`config.mk`:
```
export PLATFORM = sky130hd
export DESIGN_NAME = shmul_seq_top
export DESIGN_NICKNAME = d
export VERILOG_FILES = /design/src/rtl/shmul_pkg.sv /design/src/rtl/shmul_add.sv /design/src/rtl/shmul_ctrl.sv /design/src/rtl/shmul_datapath.sv /design/src/rtl/shmul_seq_top.sv
export SDC_FILE = /design/constraint.sdc
export NUM_CORES = 1
export LEC_CHECK = 0
export BUFFER_PORTS_ARGS = -buffer_cell sky130_fd_sc_hd__buf_2
export CORE_MARGIN = 5
export CORE_UTILIZATION = 45
export DETAILED_ROUTE_END_ITERATION = 8
export PLACE_DENSITY = 0.68
export SKIP_CTS_REPAIR_TIMING = 1
export SLEW_MARGIN = 20
export SYNTH_ARGS = -nofsm -noshare
export SYNTH_HDL_FRONTEND = slang
export SYNTH_SLANG_ARGS = --single-unit
```
`constraint.sdc`:
```
create_clock -name clk -period 3.46 [get_ports clk]
set_input_delay 0.173 -clock clk [delete_from_list [all_inputs] [get_ports clk]]
set_output_delay 0.173 -clock clk [all_outputs]
set_load 0.01 [all_outputs]
```
`src/rtl/shmul_pkg.sv`:
```
// Package: shared types for the sequential shift-add multiplier.
// Assumes: only the sequencing state is shared between modules.
package shmul_pkg;

    typedef enum logic [0:0] {
        ST_IDLE = 1'b0,
        ST_RUN  = 1'b1
    } shmul_state_t;

endpackage

```
`src/rtl/shmul_add.sv`:
```
// Module: shmul_add
// Adds the gated multiplicand to the upper half of the product.
// Assumes: both inputs are unsigned and the carry-out sits at bit WIDTH.
module shmul_add #(
    parameter int WIDTH = 32
) (
    input  logic [WIDTH-1:0] upper,
    input  logic [WIDTH-1:0] addend,
    input  logic             enable,
    output logic [WIDTH:0]   sum
);

    // Conditional add; passes upper through when not enabled.
    always_comb begin
        if (enable) sum = {1'b0, upper} + {1'b0, addend};
        else        sum = {1'b0, upper};
    end

endmodule

```
`src/rtl/shmul_ctrl.sv`:
```
// Module: shmul_ctrl
// Sequencer: accepts a launch while idle, counts WIDTH steps, pulses done.
// Assumes: one shift-add step per clock; start during a run is ignored.
module shmul_ctrl
    import shmul_pkg::*;
#(
    parameter int WIDTH = 32
) (
    input  logic clk,
    input  logic rst_n,
    input  logic start,
    output logic load,
    output logic step,
    output logic busy,
    output logic done
);

    localparam int CW = (WIDTH > 1) ? $clog2(WIDTH) : 1;
    localparam logic [CW-1:0] LAST = CW'(WIDTH - 1);

    shmul_state_t     state;
    logic [CW-1:0]    step_cnt;

    // Decode launch and step strobes from the current state.
    always_comb begin
        load = (state == ST_IDLE) && start;
        step = (state == ST_RUN);
        busy = (state == ST_RUN);
    end

    // State, step counter and done pulse registers.
    always_ff @(posedge clk) begin
        if (!rst_n) begin
            state    <= ST_IDLE;
            step_cnt <= '0;
            done     <= 1'b0;
        end else begin
            done <= 1'b0;
            case (state)
                ST_IDLE: begin
                    if (start) begin
                        state    <= ST_RUN;
                        step_cnt <= '0;
                    end
                end
                ST_RUN: begin
                    if (step_cnt == LAST) begin
                        state <= ST_IDLE;
                        done  <= 1'b1;
                    end
                    step_cnt <= step_cnt + 1'b1;
                end
                default: state <= ST_IDLE;
            endcase
        end
    end

endmodule

```
`src/rtl/shmul_datapath.sv`:
```
// Module: shmul_datapath
// Holds the multiplicand and the double-width product register. The low
// half carries the multiplier, which is consumed one bit per step.
// Assumes: load and step are never high together.
module shmul_datapath #(
    parameter int WIDTH = 32
) (
    input  logic               clk,
    input  logic               rst_n,
    input  logic               load,
    input  logic               step,
    input  logic [WIDTH-1:0]   mcand_in,
    input  logic [WIDTH-1:0]   mplier_in,
    output logic [2*WIDTH-1:0] prod
);

    localparam int PW = 2 * WIDTH;

    logic [WIDTH-1:0] mcand_q;
    logic [WIDTH:0]   sum;

    shmul_add #(.WIDTH(WIDTH)) u_add (
        .upper  (prod[PW-1:WIDTH]),
        .addend (mcand_q),
        .enable (prod[0]),
        .sum    (sum)
    );

    // Multiplicand capture at launch; it is never shifted.
    always_ff @(posedge clk) begin
        if (!rst_n)    mcand_q <= '0;
        else if (load) mcand_q <= mcand_in;
    end

    // Product register: load the multiplier, or add and shift right with carry-in.
    always_ff @(posedge clk) begin
        if (!rst_n)      prod <= '0;
        else if (load)   prod <= {{WIDTH{1'b0}}, mplier_in};
        else if (step)   prod <= {sum, prod[WIDTH-1:1]};
    end

endmodule

```
`src/rtl/shmul_seq_top.sv`:
```
// Module: shmul_seq_top
// Unsigned WIDTH x WIDTH multiplier built from a shift-add loop.
// Assumes: operands are valid in the cycle start is sampled while idle.
module shmul_seq_top #(
    parameter int WIDTH = 32
) (
    input  logic               clk,
    input  logic               rst_n,
    input  logic               start,
    input  logic [WIDTH-1:0]   multiplicand,
    input  logic [WIDTH-1:0]   multiplier,
    output logic               busy,
    output logic               done,
    output logic [2*WIDTH-1:0] product
);

    logic load;
    logic step;

    shmul_ctrl #(.WIDTH(WIDTH)) u_ctrl (
        .clk   (clk),
        .rst_n (rst_n),
        .start (start),
        .load  (load),
        .step  (step),
        .busy  (busy),
        .done  (done)
    );

    shmul_datapath #(.WIDTH(WIDTH)) u_dp (
        .clk       (clk),
        .rst_n     (rst_n),
        .load      (load),
        .step      (step),
        .mcand_in  (multiplicand),
        .mplier_in (multiplier),
        .prod      (product)
    );

endmodule

```
==> impl_metrics.yaml <==
yosys:
  synthFlopType: "dfxtp_1"
  synth_largest_area_cell: "dfxtp_1"
  synth_most_common_cell: "nand2_1"
  synth_xor_area_share_pct: 4.13
  synth-adder-area-share_pct: 7.25
  syn_avg_cell_area_um2: 8.42
  synth_compound_area_share_pct: 26.6
  synth_area_leaders: "dfxtp_1 34%, mux2i_1 8.6%, nand2_1 8.2%"
  netlist_area_um2: 6150
  async_flop_share_pct: 0
  synth_edf_count: 0
  yosysSeqAreaShare_pct: 33.5
  syn_inst: 730
  ys_types: 63
  syn_nets: 832
  synth_largest_type_area_fraction_pct: 33.5
  ys_seq_elements: 103
  synthMuxAreaShare_pct: 8.63
  synth_top_family_by_area: "compound AO/OA/AOI/OAI gates"
  synthSimpleGateAreaFrac_pct: 15.9
  yosysWarnings: 0
  synth_common_cells: "134 x nand2_1, 103 x dfxtp_1, 62 x a21oi_1"
floorplan:
  chipHeight_um: 127
  initial_utilization_pct: 46.2
  num_rows: 42
  core_area_um2: 13300
  dieArea_um2: 16100
  die_w_um: 127
  ioPinCount: 133
detailed_routing:
  drtPass1Iterations: 5
  viasPerCell: 5.61
  post_drt_wl_per_cell_um: 16.4
  wirelength_um: 16600
  num_vias: 5683
  drc_errors: 0
  drt_iter0_markers: 352
  postRouteAntennaNets: 0
critical_path:
  cp-end-kind: "flip-flop"
  cp_max_fo: 6
  cp-start-kind: "flip-flop"
  critPathSlowestCell: "a221o_2"
  required_ns: 3.71
  cp_cell_sequence: "ha_1, fa_1, a21o_1, a221o_2, a31oi_1, o221a_2, nor2_2, a41o_1, a32o_1"
  cp_data_arrival_time_ns: 3.05
  max_stage_delay_ns: 0.42
  crit_type: "reg -> reg"
pwr:
  internal_power_w: 0.00207
  total_power_w: 0.00293
  powerDensity_nw_per_um2: 407
  p_leak_nw: 3.55
  p_clk_share_pct: 37.3
  p_comb_share_pct: 17.8
  seqPwrFrac_pct: 44.9
  p_sw_w: 0.000868
  sw_frac_of_total_pct: 29.6
  vdd_drop_max_mv: 0.286
timing:
  finalHoldViolations: 0
  slew_viol_final: 0
  whs_ns: 0.0600
  rsz0062_at_grt: "no"
  max_freq_mhz: 357
  fin_crit_sh_pct: 80.9
  tightestPinTransition_ns: 0.802
  skew_ns: 0.0121
  finalSetupTns_ns: 0
  min_period_ns: 2.80
  slew_headroom_pct: 46.4
  finalSetupViolations: 0
grt:
  grt_pass1_wl_um: 27200
  antenna_found_initial: 1
  grt_pass1_vias: 5455
  grt_max_degree: 78
  track_usage_pct: 20.4
  overflow: 0
run:
  drv_cap: 0
clock_network:
  clk_pin_slew_ns: 0.07
  clk_latency_ns: 0.36
  cts_max_level: 3
  clockBufferDepth: 2
  cts_root_buf: "clkbuf_16"
  cts_sinks: 103
  cts_inserted_buffers: 9
  cts_tree: "yes"
place:
  gp_congestion: 0.919
  port_buffers: 132
  dpl.hpwl_um: 11800
run_status:
  status: "finished, final reports clean"
finish:
  layout-drive-gt1-share_pct: 20.5
  area_growth_pct: 17.3
  fillers: 1289
  fin_nets: 934
  antenna_cells: 0
worst_hold_path:
  hp-class: "in -> reg"
critical path, delay by kind of cell, from the launching register on:
kind	cells	cell delay [ns]
AND/OR/NAND/NOR	1	0.07
AO/OA/AOI/OAI	6	1.63
adder cells (fa/ha/maj)	2	0.66
flip-flops	1	0.34
per-layer routing:
| metal | vias up | wire (um) | track usage, % |
|---|---|---|---|
| met3 | 22 | 1220 | 5.93 |
| met4 | 2 | 244 | 5.87 |
| met2 | 176 | 7850 | 33.5 |
| met1 | 2651 | 7310 | 26.2 |
| met5 | - | 7 | 0 |
| li1 | 2832 | - | - |
cell usage in the layout (no fill, tap or decap), types with 4 or more instances in the layout:
master,synthesis,final
xor2_1,11,11
inv_1,8,7
a21o_1,11,11
a21boi_0,33,33
a211oi_1,11,11
nand4_1,5,5
nor2b_1,8,7
inv_8,0,5
buf_2,3,132
o21a_1,4,4
clkbuf_16,0,9
nand3_1,4,4
nand2_1,134,134
o21ai_0,28,28
ha_1,34,34
o211ai_1,7,7
and3_1,12,12
and2_1,5,5
a31oi_1,6,6
a21oi_1,62,62
nor3_1,5,5
nor3b_1,4,4
xnor2_1,18,18
buf_4,3,9
dfxtp_1,103,101
o211a_1,33,33
mux2i_1,53,53
nor2_1,31,31
cell type report:
cell class,count,area (um^2),share of cell area [%]
clock buffers,9,225,3.12
flip-flops and latches,103,2060,28.6
clock inverters,7,93.8,1.30
inverters,8,30.0,0.417
well taps,176,220,3.05
multi-input cells,569,3850,53.4
repair buffers,141,728,10.1
path summary, 6_finish.rpt:
kind / depth (start not counted) / from / slack, ns / endpoint
max: 9 / u_dp.prod[32] / 0.66 / u_dp.prod[59]
min: 3 / multiplicand[5] / 0.06 / u_dp.mcand_q[5]
max reg2reg: 9 / u_dp.prod[32] / 0.66 / u_dp.prod[59]
min reg2reg: 2 / u_dp.mcand_q[28] / 0.47 / u_dp.mcand_q[28]
power by group through the flow:
stage | sequential, W | clock, W | combinational, W
after floorplan | 0.00135 | 0 | 0.000338
after detailed placement | 0.00134 | 0 | 0.000523
after global routing | 0.00133 | 0.00118 | 0.000583
after CTS | 0.00132 | 0.00112 | 0.000525
after global placement | 0.00134 | 0 | 0.000512
final | 0.00132 | 0.00109 | 0.000523
flip-flops by register name (all words and copies together), names as in the netlist:
name,flops
u_ctrl.done,1
u_ctrl.step_cnt,5
u_dp.mcand_q,32
u_ctrl.busy,1
u_dp.prod,64
metrics by stage:
stage	cell area, um^2	util [%]	setup WS, ns	instances
after floorplan	6150	-	0.881	730
after global placement	6890	51.8	0.785	997
after detailed placement	6890	51.8	0.708	997
after CTS	7210	54.2	0.681	1013
after global routing	7210	54.2	0.547	1013
final	7210	54.2	0.660	1013
kinds of logic (layout without fill, tap and decap cells):
logic type / after synthesis / in the layout
xor+xnor: 29 / 29
simple gates: 222 / 222
flops: 103 / 103
fa+ha+maj: 35 / 35
mux: 53 / 53
buf+inv: 58 / 165
compound gates: 230 / 230
Note: power is estimated with default switching activity, not from simulation.
